$ cat config.mk
export PLATFORM = sky130hd
export DESIGN_NAME = wdog_sleepwake
export DESIGN_NICKNAME = d
export VERILOG_FILES = /design/src/rtl/wdog_pkg.sv /design/src/rtl/wdog_counter.sv /design/src/rtl/wdog_event.sv /design/src/rtl/wdog_status.sv /design/src/rtl/wdog_sleepwake.sv
export SDC_FILE = /design/constraint.sdc
export NUM_CORES = 1
export LEC_CHECK = 0
export BUFFER_PORTS_ARGS = -buffer_cell sky130_fd_sc_hd__buf_2
export CORE_MARGIN = 4
export CORE_UTILIZATION = 42
export CTS_CLUSTER_SIZE = 30
export DETAILED_ROUTE_END_ITERATION = 12
export SYNTH_ARGS = -nofsm -noshare
export SYNTH_HDL_FRONTEND = slang
export SYNTH_SLANG_ARGS = --single-unit
$ cat constraint.sdc
create_clock -name clk_i -period 1.6 [get_ports clk_i]
set_input_delay 0 -clock clk_i [delete_from_list [all_inputs] [get_ports clk_i]]
set_output_delay 0 -clock clk_i [all_outputs]
set_load 0.01 [all_outputs]
$ cat src/rtl/wdog_pkg.sv
package wdog_pkg;

  typedef enum logic [1:0] {
    EVT_NONE  = 2'd0,
    EVT_RESET = 2'd1,
    EVT_WAKE  = 2'd2
  } wd_evt_e;

  // Pick the action for a cycle given whether the count expired and
  // whether the core is sleeping.
  function automatic wd_evt_e classify(input logic expired, input logic asleep);
    if (!expired) return EVT_NONE;
    return asleep ? EVT_WAKE : EVT_RESET;
  endfunction

endpackage

$ cat src/rtl/wdog_counter.sv
module wdog_counter #(
  parameter int unsigned       CNT_W     = 16,
  parameter logic [CNT_W-1:0]  START_VAL = {CNT_W{1'b1}}
) (
  input  logic             clk_i,
  input  logic             arst_n_i,
  input  logic             en_i,
  input  logic             kick_i,
  output logic [CNT_W-1:0] cnt_o,
  output logic             expire_o
);

  localparam logic [CNT_W-1:0] ONE  = {{(CNT_W-1){1'b0}}, 1'b1};
  localparam logic [CNT_W-1:0] ZERO = '0;

  function automatic logic [CNT_W-1:0] dec_count(input logic [CNT_W-1:0] c);
    return c - ONE;
  endfunction

  logic [CNT_W-1:0] cnt_q;
  logic [CNT_W-1:0] cnt_d;
  logic             at_zero;

  assign at_zero  = (cnt_q == ZERO);
  // A kick in the zero cycle suppresses the expiry.
  assign expire_o = en_i & ~kick_i & at_zero;

  always_comb begin
    if (!en_i)              cnt_d = START_VAL;
    else if (kick_i)        cnt_d = START_VAL;
    else if (at_zero)       cnt_d = START_VAL;
    else                    cnt_d = dec_count(cnt_q);
  end

  always_ff @(posedge clk_i or negedge arst_n_i) begin
    if (!arst_n_i) cnt_q <= START_VAL;
    else           cnt_q <= cnt_d;
  end

  assign cnt_o = cnt_q;

  AST_COUNT_STEPS_DOWN: assert property (@(posedge clk_i) disable iff (!arst_n_i)
    (en_i && !kick_i && cnt_q != ZERO) |=> (cnt_q == dec_count($past(cnt_q))));
  AST_KICK_RELOADS: assert property (@(posedge clk_i) disable iff (!arst_n_i)
    (en_i && kick_i) |=> (cnt_q == START_VAL));
  AST_AUTO_RELOAD: assert property (@(posedge clk_i) disable iff (!arst_n_i)
    expire_o |=> (cnt_q == START_VAL));
  AST_DISABLED_HOLDS: assert property (@(posedge clk_i) disable iff (!arst_n_i)
    !en_i |=> (cnt_q == START_VAL));

endmodule

$ cat src/rtl/wdog_event.sv
module wdog_event
  import wdog_pkg::*;
(
  input  logic clk_i,
  input  logic arst_n_i,
  input  logic expire_i,
  input  logic asleep_i,
  output logic rst_req_o,
  output logic wake_o
);

  wd_evt_e evt;
  logic    rst_q;
  logic    wake_q;

  assign evt = classify(expire_i, asleep_i);

  always_ff @(posedge clk_i or negedge arst_n_i) begin
    if (!arst_n_i) begin
      rst_q  <= 1'b0;
      wake_q <= 1'b0;
    end else begin
      rst_q  <= (evt == EVT_RESET);
      wake_q <= (evt == EVT_WAKE);
    end
  end

  assign rst_req_o = rst_q;
  assign wake_o    = wake_q;

  AST_AWAKE_GIVES_RESET: assert property (@(posedge clk_i) disable iff (!arst_n_i)
    (expire_i && !asleep_i) |=> (rst_req_o && !wake_o));
  AST_ASLEEP_GIVES_WAKE: assert property (@(posedge clk_i) disable iff (!arst_n_i)
    (expire_i && asleep_i) |=> (wake_o && !rst_req_o));
  AST_RESET_ONE_CYCLE: assert property (@(posedge clk_i) disable iff (!arst_n_i)
    rst_req_o |=> !rst_req_o);
  AST_WAKE_ONE_CYCLE: assert property (@(posedge clk_i) disable iff (!arst_n_i)
    wake_o |=> !wake_o);
  AST_EVENTS_EXCLUSIVE: assert property (@(posedge clk_i) disable iff (!arst_n_i)
    $onehot0({rst_req_o, wake_o}));

endmodule

$ cat src/rtl/wdog_status.sv
module wdog_status (
  input  logic clk_i,
  input  logic arst_n_i,
  input  logic expire_i,
  input  logic kick_i,
  output logic fired_o
);

  logic fired_q;

  always_ff @(posedge clk_i or negedge arst_n_i) begin
    if (!arst_n_i)     fired_q <= 1'b0;
    else if (kick_i)   fired_q <= 1'b0;
    else if (expire_i) fired_q <= 1'b1;
  end

  assign fired_o = fired_q;

  AST_FLAG_SETS: assert property (@(posedge clk_i) disable iff (!arst_n_i)
    expire_i |=> fired_o);
  AST_FLAG_CLEARS: assert property (@(posedge clk_i) disable iff (!arst_n_i)
    kick_i |=> !fired_o);
  AST_FLAG_STICKY: assert property (@(posedge clk_i) disable iff (!arst_n_i)
    (fired_o && !kick_i) |=> fired_o);

endmodule

$ cat src/rtl/wdog_sleepwake.sv
module wdog_sleepwake #(
  parameter int unsigned      CNT_W     = 16,
  parameter logic [CNT_W-1:0] START_VAL = {CNT_W{1'b1}}
) (
  input  logic clk_i,
  input  logic arst_n_i,
  input  logic wd_en_i,
  input  logic kick_i,
  input  logic core_asleep_i,
  output logic sys_rst_req_o,
  output logic wake_evt_o,
  output logic wd_fired_o
);

  // Internal events brought out as named wires.
  logic [CNT_W-1:0] cnt;
  logic             expire;

  wdog_counter #(
    .CNT_W     (CNT_W),
    .START_VAL (START_VAL)
  ) u_counter (
    .clk_i    (clk_i),
    .arst_n_i (arst_n_i),
    .en_i     (wd_en_i),
    .kick_i   (kick_i),
    .cnt_o    (cnt),
    .expire_o (expire)
  );

  wdog_event u_event (
    .clk_i     (clk_i),
    .arst_n_i  (arst_n_i),
    .expire_i  (expire),
    .asleep_i  (core_asleep_i),
    .rst_req_o (sys_rst_req_o),
    .wake_o    (wake_evt_o)
  );

  wdog_status u_status (
    .clk_i    (clk_i),
    .arst_n_i (arst_n_i),
    .expire_i (expire),
    .kick_i   (kick_i),
    .fired_o  (wd_fired_o)
  );

  always_comb begin
    if (!arst_n_i) begin
      AST_RESET_QUIET: assert (!sys_rst_req_o && !wake_evt_o && !wd_fired_o);
    end
  end

  AST_DISABLED_SILENT: assert property (@(posedge clk_i) disable iff (!arst_n_i)
    !wd_en_i |=> !(sys_rst_req_o || wake_evt_o));
  AST_KICK_BEATS_ZERO: assert property (@(posedge clk_i) disable iff (!arst_n_i)
    kick_i |=> !(sys_rst_req_o || wake_evt_o));
  AST_PULSE_WITH_FLAG: assert property (@(posedge clk_i) disable iff (!arst_n_i)
    (sys_rst_req_o || wake_evt_o) |-> wd_fired_o);
  AST_ZERO_ONLY_WHEN_COUNTED: assert property (@(posedge clk_i) disable iff (!arst_n_i)
    $rose(expire) |-> $past(wd_en_i));

endmodule

[Word-level counts from Yosys, hierarchy flattened]
Index checks and enable logic that the tools add are counted.
Cells by class
  add/subtract/negate cells: 1
  eq/ne operators: 2
  multiplexer cells: 7
  bitwise logic cells: 3
  reduce and logical (&&, ||, !) cells: 2
Operators with widths (count)
  16-bit two-way mux: 3
  16-bit zero test: 1
  16-bit by 1-bit subtractor with 16-bit output, second input constant: 1
  2-bit two-way mux: 2
  1-bit bitwise AND: 2
  2-bit by 1-bit == test with 1-bit output, second input constant: 1
  2-bit == test, second input constant: 1
  1-bit two-way mux: 2
  2-bit nonzero test: 1
  1-bit NOT: 1
Word-level totals
  bits in registers: 19
  bits of input ports: 5
  output and inout port bits: 3
  logic and storage cells: 19

[Depth between registers and ports, before layout]
Gate-level depths: netlist of run 1.
  depth after elaboration: 5
  gate-level depth with buffers: 7
  mapped depth without buffers: 6

[Cells and area by module]
From an unflattened synthesis of run 1, not the netlist that was laid out.
Unflattened totals
  cells, all modules: 84
  area total of the unflattened synthesis: 952.2 um^2
By module, submodules not included
  wdog_counter: instances 1, cells each 78, area an instance 850.8 um^2, seq. area each 420.4 um^2
  wdog_event: instances 1, cells each 4, area an instance 66.3 um^2, seq. area each 50.0 um^2
  wdog_status: instances 1, cells each 2, area an instance 35.0 um^2, seq. area each 25.0 um^2

[Worst setup path before layout of run 1]
No wires, ideal clock.
  kind: flip-flop to flip-flop
  start: reg u_counter.cnt_q[0], in the netlist u_counter.cnt_o[0]
  end: reg u_counter.cnt_q[7], in the netlist u_counter.cnt_o[7]
  setup time: 0.086 ns
  arrival: 1.438 ns
  data required time: 1.514 ns
  slack: 0.076 ns
  cell stages (with the launch flop): 8
  path buffers: 1
  period minus slack after synthesis: 1.524 ns
  cell sequence: dfstp_2 inv_1 ha_1 nor4b_1 and4_4 nor2b_4 buf_6 nand3_1
Between the ends
  word-level cells in the longest chain between the ends: 4
  elaborated cells on any way between the ends: 5
  classes of those cells: add/sub (1); mux (3); reduce/logical (1)
Ends and longest elaborated chain
  start: declaration: line wdog_counter.sv:20  | logic [CNT_W-1:0] cnt_q;
  start signal: assignment: line wdog_counter.sv:37  | else cnt_q <= cnt_d;
  16-bit by 1-bit subtractor with 16-bit output / 16-bit zero test (equally long branches): line wdog_counter.sv:17, wdog_counter.sv:24
  16-bit two-way mux *: line wdog_counter.sv:31  | else if (at_zero) cnt_d = START_VAL;
  16-bit two-way mux *: line wdog_counter.sv:30  | else if (kick_i) cnt_d = START_VAL;
  16-bit two-way mux *: line wdog_counter.sv:29  | if (!en_i) cnt_d = START_VAL;
  named net u_counter.cnt_d[7]: line wdog_counter.sv:21  | logic [CNT_W-1:0] cnt_d;
Mark *: on every way through the listed nets, which the timed path passes. The rest lies on a longest branch.
A chain may end at the register's enable or synchronous reset.

[Worst setup path in the final report of run 1]
  start: reg u_counter.cnt_q[1], in the netlist u_counter.cnt_o[1]
  end: reg u_counter.cnt_q[15], in the netlist u_counter.cnt_o[15]
Same word-level chain as after synthesis.

==> impl_results.md, run 1 <==
* Status: finished, final reports clean
* DR DRC count at 0
* Largest net degree at the start of global routing at 20
* Hold worst-path end: u_counter.cnt_o[1]
* Most frequent cells after synthesis: 16 x dfstp_2, 14 x nand2_1, 6 x nand3_1, 6 x xor2_1
* CP Launch Point: u_counter.cnt_o[1]
* Critical path fanouts, max at 8
* Final setup fails at 0
* Die X-Extent at 55.6 um
* Critical Path Start Type: flip-flop
* Routed wire per std cell at 12.6 um
* Area growth, synth to finish at 17.9%
* Synth cell types at 28
* Tcrit/Tclk final at 96.0%
* Crit path time final at 1.54 ns
* DRT iter0 DRCs at 8
* Root Buffer: clkbuf_4
* CTS Buf Count at 3
* Peak VDD IR at 0.628 mV
* Clk Latency, worst-skew pair at 0.29 ns
* Post-Syn Area at 952 um^2
* Post-synth top area share at 44.2%
* CP top delay family: flip-flops
* Final Max Slew Viols at 0
* Placer Congestion at 0.774
* Hold Violations, Final at 0
* CP arrival at 1.76 ns
* Worst Path Required at 1.83 ns
* GR Overflow Total at 0
* Pre-CTS setup slack at 0.0443 ns
* Bufs and invs on worst path at 2
* Final WS setup at 0.0634 ns
* Critical Path Max Stage Delay at 0.57 ns
* Synth Warn # at 0
* Hold path depth at 3
* Crit end category: flip-flop
* Detail Route Antenna Nets at 0
* Most used DFF post-synth: dfstp_2
* Num ports at 8
* Crit-path slowest cell: dfstp_2
* Synth Area per Inst at 10.9 um^2
* Dpl cell area at 1050 um^2
* Reg2Reg Depth at 7
* Hold crit path type: in2reg
* Postcts setup bufs at 0
* GRT Total Usage at 12.7%
* Vias in the first global route at 708
* R2R Setup Slk at 0.06 ns
* Register area share after synthesis at 52.0%
* Tot Pwr at 0.764 mW
* Worst hold margin at 0.0384 ns
* Worst Hold Launch: wd_en_i
* Pwr/cell area at 681 nW/um^2
* Clock-pin slew on the worst setup and hold paths at 0.10 ns
* Clk sinks at 19
* Global-route wire length before repair at 3140 um
* DP HPWL at 1240 um
* Count leader, synth: dfstp_2
* H-tree depth at 1
* Die footprint at 3090 um^2
* RSZ-0062 raised after global routing: yes
* CTS tree: built
* Layout cell share with drive strength beyond 1 at 39.6%
* Count of max-cap constraint violations at 0
* IO buf count at 7
* Post-synth net total at 94
* Initial antenna violation count at 0
* Cells along the critical path: inv_2 -> ha_1 -> nor4b_1 -> and4_4 -> nor2b_4 -> buf_6 -> nand3_1
* Drt pass-1 iters at 4
* Vias per cell at 5.07
* Synth Register Bits at 19
* Drt total wl at 1670 um
* Peak Freq at 651 MHz
* Design Area, Final at 1120 um^2
* Post-synth top area cell: dfstp_2
* Final Skew at 0.000971 ns
* Num rows at 16
* Ys async rst share at 100%
* EDFF count, synth at 0
* Worst r2r dst: u_counter.cnt_o[15]
* Worst slew margin at 63.8%
* Synthesized instance count at 87
* Initial Utilization at 46.2%
* Stages on the worst setup path at 7
* Dominant cells by area after synthesis: dfstp_2 44%, dfrtp_1 7.9%, nand2_1 5.5%
* Clock buffer depth at 2
* Via count at 674
* Core area at 2060 um^2
* Static Leakage at 0.469 nW
* Die Y at 55.6 um
* Crit path kind: reg2reg
* Layout Nets at 114
* RR Startpoint: u_counter.cnt_o[1]
* Diode count at 0
* Slew @ Worst Pin at 0.540 ns
[metrics by stage]
stage / TNS (ns) / utilization, % / std cells
after floorplan: 0 / - / 87
after global placement: 0 / 51.2 / 126
after detailed placement: 0 / 51.2 / 126
after CTS: 0 / 53.9 / 133
after global routing: -0.0133 / 54.4 / 133
final: 0 / 54.4 / 133
[kinds of logic after synthesis]
logic type	Yosys count	synth area share (%)
DFF	19	52.0
and+or+nand+nor	45	30.5
AOI/OAI and AO/OA	8	4.73
adders and majority gates	2	2.63
xor gates and xnor gates	8	7.36
buffers and inverters	5	2.76
[layout by cell type (no fill, tap or decap), types with 3 or more instances in the layout]
master	count
nand3_1	6
buf_4	4
buf_2	7
nor2_1	4
dfstp_2	16
dfrtp_1	3
xor2_1	6
dlygate4sd3_1	3
nand2_1	14
clkbuf_4	3
nand3b_1	3
[worst max path at each step]
stage                                endpoint  slack, ns
after floorplan            u_counter.cnt_o[7]       0.08
after global placement     u_counter.cnt_o[8]       0.05
after detailed placement   u_counter.cnt_o[6]       0.04
after CTS                  u_counter.cnt_o[8]       0.02
after global routing       u_counter.cnt_o[6]     -0.008
final                     u_counter.cnt_o[15]       0.06
[metal layers]
layer / vias up / wire length (um) / part of all wire, % / GRT usage (%)
met4: 0 / 22 / 1.3 / 5.21
li1: 340 / - / - / -
met5: - / 0 / 0 / 0
met1: 324 / 840 / 50 / 17.2
met2: 5 / 756 / 45 / 18.4
met3: 5 / 54 / 3.2 / 4.64
[report_power, final]
group / internal (mW) / switching [mW]
Sequential: 0.486 / 0.00212
Clock: 0.0931 / 0.140
Combinational: 0.0200 / 0.0229
Total: 0.599 / 0.165
[timing repair]
item,4_1_cts,5_1_grt
hold buffers,3,0
gates resized for setup,0,7
endpoints found under the hold margin,23,0
endpoints found under the setup margin,0,11
[registers in the layout, summed over array words and instances, names as in the netlist]
register           cells
u_event.rst_req_o      1
u_event.wake_o         1
u_counter.cnt_o       16
u_status.fired_o       1
[final cells by class]
type | instances | area, um^2
Sequential cell | 19 | 495
Clock buffer | 3 | 22.5
Tap cell | 27 | 33.8
Inverter | 4 | 15.0
Timing Repair Buffer | 16 | 118
Fill cell | 170 | 940
Clock inverter | 1 | 5.00
Multi-Input combinational cell | 63 | 433
[worst min-delay path: cells and delay by family]
| kind | cells | cell delay [ns] |
|---|---|---|
| simple gates | 2 | 0.22 |
| buf+inv | 1 | 0.09 |
(Power assumes the default switching activity.)
==> run 2, diff against run 1 <==
--- a/config.mk
+++ b/config.mk
@@ -7,7 +7,7 @@
 export LEC_CHECK = 0
 export BUFFER_PORTS_ARGS = -buffer_cell sky130_fd_sc_hd__buf_2
 export CORE_MARGIN = 4
-export CORE_UTILIZATION = 42
+export CORE_UTILIZATION = 35
 export CTS_CLUSTER_SIZE = 30
 export DETAILED_ROUTE_END_ITERATION = 12
 export SYNTH_ARGS = -nofsm -noshare
==> run 2 against run 1 <==
Effect of this change: global-route usage is 1.2 points lower; clock power hardly changed; combinational power is 11% higher; sequential cell count stayed put; non-clock buffer count is 2 higher; critical path depth stayed put; die area is 17% higher; first-iteration DRC count is 13% higher; core utilization is 8.9 points lower; hold slack better by 0.0025 ns; largest cell class unchanged.
==> impl_results.md, run 2 (same netlist as run 1, synthesis figures left out) <==
* Hold Violations, Final at 0 (unchanged)
* Final setup fails at 0 (unchanged)
* Clk sinks at 19 (unchanged)
* Commonest non-fill, non-tap cell in the layout: dfstp_2 (unchanged)
* Crit path time final at 1.55 ns (was 1.54 ns)
* IO buf count at 7 (unchanged)
* Crit path kind: reg2reg (unchanged)
* Pwr/cell area at 666 nW/um^2 (was 681 nW/um^2)
* Count of max-cap constraint violations at 0 (unchanged)
* Die footprint at 3620 um^2 (was 3090 um^2)
* Initial antenna violation count at 0 (unchanged)
* Peak VDD IR at 0.404 mV (was 0.628 mV)
* Die X-Extent at 60.2 um (was 55.6 um)
* Initial Utilization at 37.4% (was 46.2%)
* DR DRC count at 0 (unchanged)
* Critical path fanouts, max at 8 (unchanged)
* Static Leakage at 0.474 nW (was 0.469 nW)
* Worst Path Required at 1.82 ns (was 1.83 ns)
* Layout cell share with drive strength beyond 1 at 41.7% (was 39.6%)
* Most frequent cells in the layout: 16 x dfstp_2, 14 x nand2_1, 7 x buf_2 (was 16 x dfstp_2, 14 x nand2_1, 7 x buf_2, 6 x xor2_1, 6 x nand3_1)
* Placer Congestion at 0.790 (was 0.774)
* Layout Nets at 116 (was 114)
* Drt total wl at 1820 um (was 1670 um)
* GR Overflow Total at 0 (unchanged)
* GRT Total Usage at 11.5% (was 12.7%)
* CTS tree: built (unchanged)
* Via count at 719 (was 674)
* H-tree depth at 1 (unchanged)
* Vias per cell at 5.21 (was 5.07)
* Drt pass-1 iters at 5 (was 4)
* Diode count at 0 (unchanged)
* Root Buffer: clkbuf_4 (unchanged)
* Slew @ Worst Pin at 0.517 ns (was 0.540 ns)
* Hold crit path type: in2reg (unchanged)
* DP HPWL at 1280 um (was 1240 um)
* Vias in the first global route at 716 (was 708)
* Worst slew margin at 65.3% (was 63.8%)
* Num ports at 8 (unchanged)
* Clock-pin slew on the worst setup and hold paths at 0.10 ns (about the same)
* Max FFs per register at 16 (unchanged)
* Dpl cell area at 1070 um^2 (was 1050 um^2)
* Detail Route Antenna Nets at 0 (unchanged)
* Routed wire per std cell at 13.2 um (was 12.6 um)
* Peak Freq at 647 MHz (was 651 MHz)
* Largest net degree at the start of global routing at 20 (unchanged)
* Final Skew at 0.00154 ns (was 0.000971 ns)
* CP arrival at 1.76 ns (about the same)
* Tcrit/Tclk final at 96.6% (was 96.0%)
* Core area at 2540 um^2 (was 2060 um^2)
* Area growth, synth to finish at 21.7% (was 17.9%)
* Final Max Slew Viols at 0 (unchanged)
* Global-route wire length before repair at 3080 um (was 3140 um)
* Status: finished, final reports clean (unchanged)
* Clk Latency, worst-skew pair at 0.29 ns (about the same)
* Critical Path Start Type: flip-flop (unchanged)
* Num rows at 18 (was 16)
* DRT iter0 DRCs at 9 (was 8)
* Clock buffer depth at 2 (unchanged)
* CTS Buf Count at 3 (unchanged)
* Crit end category: flip-flop (unchanged)
* Final WS setup at 0.0537 ns (was 0.0634 ns)
* Die Y at 60.2 um (was 55.6 um)
* Pre-CTS setup slack at 0.0323 ns (was 0.0443 ns)
* Design Area, Final at 1160 um^2 (was 1120 um^2)
## run 2: layer usage
layer  part of all wire, %  global-route usage [%]
met1                    46                    13.7
met2                    50                    18.7
met3                   2.8                    3.02
met4                   1.6                    6.33
met5                     0                       0
## run 2: cell type report
| type | count | area, um^2 |
|---|---|---|
| clock buffer | 4 | 26.3 |
| fill | 243 | 1390 |
| sequential | 19 | 495 |
| inverter | 4 | 15.0 |
| tap | 30 | 37.5 |
| multi-input combinational | 63 | 452 |
| timing repair buffer | 18 | 133 |
## run 2: final timing paths
check / from / endpoint / slack [ns] / cells past startpoint
worst max-delay path: u_counter.cnt_o[1] / u_counter.cnt_o[3] / 0.05 / 7
worst min-delay path: wd_en_i / u_counter.cnt_o[1] / 0.04 / 3
worst max register to register: u_counter.cnt_o[1] / u_counter.cnt_o[3] / 0.05 / 7
worst min register to register: u_counter.cnt_o[7] / u_counter.cnt_o[7] / 0.53 / 2
max in group asynchronous: arst_n_i / u_counter.cnt_o[3] / 1.11 / 2
min in group asynchronous: arst_n_i / u_status.fired_o / 0.16 / 2
## run 2: critical path: stages (launching register included)
cell	delay [ns]
dfstp_2	0.57
inv_2	0.06
ha_4	0.15
nor4b_2	0.15
and4_4	0.20
nor2b_4	0.13
buf_6	0.13
nand3b_1	0.08
## run 2: what timing repair did
action,4_1_cts,5_1_grt
hold buffers,3,0
gates resized for setup,0,9
setup buffers,0,1
endpoints found under the setup margin,0,15
endpoints found under the hold margin,23,0
## run 2: metrics by stage
step | power (mW) | TNS (ns) | cells | util [%] | hold slack, ns
after detailed placement | 0.532 | 0 | 130 | 41.9 | -0.0434
after floorplan | 0.511 | 0 | 87 | - | -0.296
after global routing | 0.823 | -0.0329 | 138 | 45.5 | 0.0296
after CTS | 0.777 | 0 | 137 | 44.1 | 0.0351
final | 0.771 | 0 | 138 | 45.5 | 0.0408
after global placement | 0.531 | 0 | 130 | 41.9 | -0.0457
## run 2: power breakdown
group	internal [mW]	leakage, nW	switching [mW]
clock	0.0968	0.0150	0.139
combinational	0.0219	0.248	0.0256
sequential	0.486	0.210	0.00211
total	0.605	0.474	0.166
==> run 3, diff against run 2 <==
--- a/config.mk
+++ b/config.mk
@@ -10,6 +10,7 @@
 export CORE_UTILIZATION = 35
 export CTS_CLUSTER_SIZE = 30
 export DETAILED_ROUTE_END_ITERATION = 12
+export REMOVE_ABC_BUFFERS = 1
 export SYNTH_ARGS = -nofsm -noshare
 export SYNTH_HDL_FRONTEND = slang
 export SYNTH_SLANG_ARGS = --single-unit
==> run 3 against run 2 <==
Effect of this change: first-iteration DRC count unchanged; largest power group unchanged; sequential share of layout area down 0.28 points; cell count up 0.72%.
==> impl_results.md, run 3 (same netlist as run 1, synthesis figures left out) <==
* Via count at 702 (was 719)
* RR Startpoint: u_counter.cnt_o[1] (unchanged)
* Worst r2r dst: u_counter.cnt_o[4] (was u_counter.cnt_o[3])
* Crit path kind: reg2reg (unchanged)
* Crit path time final at 1.54 ns (was 1.55 ns)
* Clock buffer depth at 2 (unchanged)
* CTS Buf Count at 3 (unchanged)
* Detail Route Antenna Nets at 0 (unchanged)
* Pre-CTS setup slack at 0.0138 ns (was 0.0323 ns)
* Core area at 2540 um^2 (unchanged)
* Area growth, synth to finish at 22.5% (was 21.7%)
* Initial antenna violation count at 0 (unchanged)
* R2R Setup Slk at 0.06 ns (was 0.05 ns)
* Final WS setup at 0.0642 ns (was 0.0537 ns)
* Static Leakage at 0.479 nW (was 0.474 nW)
* CTS tree: built (unchanged)
* Num ports at 8 (unchanged)
* Hold crit path type: in2reg (unchanged)
* Clk Latency, worst-skew pair at 0.29 ns (about the same)
* Root Buffer: clkbuf_4 (unchanged)
* Critical path fanouts, max at 8 (unchanged)
* Diode count at 0 (unchanged)
* Peak Freq at 651 MHz (was 647 MHz)
* Initial Utilization at 37.4% (unchanged)
* DRT iter0 DRCs at 9 (unchanged)
* Final Max Slew Viols at 0 (unchanged)
* Pwr/cell area at 663 nW/um^2 (was 666 nW/um^2)
* Largest net degree at the start of global routing at 20 (unchanged)
* Critical Path Start Type: flip-flop (unchanged)
* Clock-pin slew on the worst setup and hold paths at 0.11 ns (was 0.10 ns)
* Routed wire per std cell at 13.1 um (was 13.2 um)
* Final setup fails at 0 (unchanged)
* IO buf count at 7 (unchanged)
* Commonest non-fill, non-tap cell in the layout: dfstp_2 (unchanged)
* Num rows at 18 (unchanged)
* Worst Path Required at 1.82 ns (about the same)
* Worst slew margin at 64.4% (was 65.3%)
* CP arrival at 1.75 ns (was 1.76 ns)
* Crit end category: flip-flop (unchanged)
* Status: finished, final reports clean (unchanged)
* Clk sinks at 19 (unchanged)
* Worst Hold Launch: wd_en_i (unchanged)
* Hold Violations, Final at 0 (unchanged)
* Die Y at 60.2 um (unchanged)
* Most frequent cells in the layout: 16 x dfstp_2, 14 x nand2_1, 7 x buf_2, 7 x buf_4, 6 x xor2_1 (was 16 x dfstp_2, 14 x nand2_1, 7 x buf_2)
* DR DRC count at 0 (unchanged)
* Vias per cell at 5.05 (was 5.21)
* GRT Total Usage at 11.5% (about the same)
* Global-route wire length before repair at 3140 um (was 3080 um)
* Hold path depth at 3 (unchanged)
* Die footprint at 3620 um^2 (unchanged)
* Fillers at 239 (was 243)
* Reg2Reg Depth at 7 (unchanged)
* Drt pass-1 iters at 4 (was 5)
* Max FFs per register at 16 (unchanged)
* Peak VDD IR at 0.536 mV (was 0.404 mV)
* Tcrit/Tclk final at 96.0% (was 96.6%)
* Hold worst-path end: u_counter.cnt_o[1] (unchanged)
* Setup_tns at 0 ns (unchanged)
* Layout cell share with drive strength beyond 1 at 44.0% (was 41.7%)
* Placer Congestion at 0.773 (was 0.790)
* Drt total wl at 1820 um (about the same)
* Count of max-cap constraint violations at 0 (unchanged)
* H-tree depth at 1 (unchanged)
* Vias in the first global route at 724 (was 716)
* Final Skew at 0.00590 ns (was 0.00154 ns)
* GR Overflow Total at 0 (unchanged)
* Slew @ Worst Pin at 0.530 ns (was 0.517 ns)
* Layout Nets at 117 (was 116)
* Die X-Extent at 60.2 um (unchanged)
* RSZ-0062 raised after global routing: no
* DP HPWL at 1290 um (was 1280 um)
[run 3: cell types whose count changed in the layout (fill, tap and decap cells not counted)]
cell     before  now
o21ai_0       3    2
nand3_2       0    2
buf_4         6    7
nand3_1       6    4
ha_4          1    0
o21ai_1       1    2
ha_2          1    2
[run 3: worst max path at each step]
stage | depth (start not counted) | from | endpoint
global route | 7 | u_counter.cnt_o[1] | u_counter.cnt_o[3]
detailed placement | 7 | u_counter.cnt_o[1] | u_counter.cnt_o[8]
floorplan | 6 | u_counter.cnt_o[0] | u_counter.cnt_o[6]
CTS | 7 | u_counter.cnt_o[0] | u_counter.cnt_o[8]
global placement | 6 | u_counter.cnt_o[1] | u_counter.cnt_o[8]
finish | 7 | u_counter.cnt_o[1] | u_counter.cnt_o[4]
[run 3: timing repair]
item / in CTS / in global routing
hold buffers: 3 / 0
endpoints found under the setup margin: 2 / 16
pin swaps: 0 / 0
resized for setup: 1 / 10
endpoints found under the hold margin: 23 / 0
setup buffers: 1 / 1
[run 3: report_power, final]
part	internal, mW	total, mW	switching (mW)
registers	0.486	0.488	0.00184
logic	0.0216	0.0468	0.0252
clock network	0.0968	0.238	0.141
total	0.605	0.773	0.168
[run 3: critical path: stages, from the launching register on]
cell and delay, ns:
dfstp_2 0.56, inv_2 0.05, ha_2 0.16, nor4b_2 0.15, and4_4 0.20, nor2b_4 0.13
buf_6 0.13, nand3b_1 0.08
[run 3: layer usage]
metal  vias to the layer above  part of all wire (%)  track usage, %
met5                         -                     0               0
met1                       349                    44            14.3
met2                         3                    54            19.8
li1                        348                     -               -
met3                         2                   1.3            2.59
met4                         0                  0.33            3.48
[run 3: layout make-up]
class | instances | area, um^2 | share of cell area [%]
clock buffers | 4 | 26.3 | 2.25
flip-flops and latches | 19 | 495 | 42.5
repair buffers | 19 | 140 | 12.0
inverters | 4 | 15.0 | 1.29
multi-input cells | 63 | 452 | 38.7
well taps | 30 | 37.5 | 3.22
[run 3: metrics by stage]
stage	total power [mW]	cells	cell area, um^2	util, %	hold slack, ns
2_1_floorplan	0.508	86	941	-	-0.296
3_3_place_gp	0.531	130	1070	41.9	-0.0456
3_5_place_dp	0.532	130	1070	41.9	-0.0453
4_1_cts	0.779	138	1130	44.5	0.0388
5_1_grt	0.814	139	1170	45.8	0.0574
6_report	0.773	139	1170	45.8	0.0424
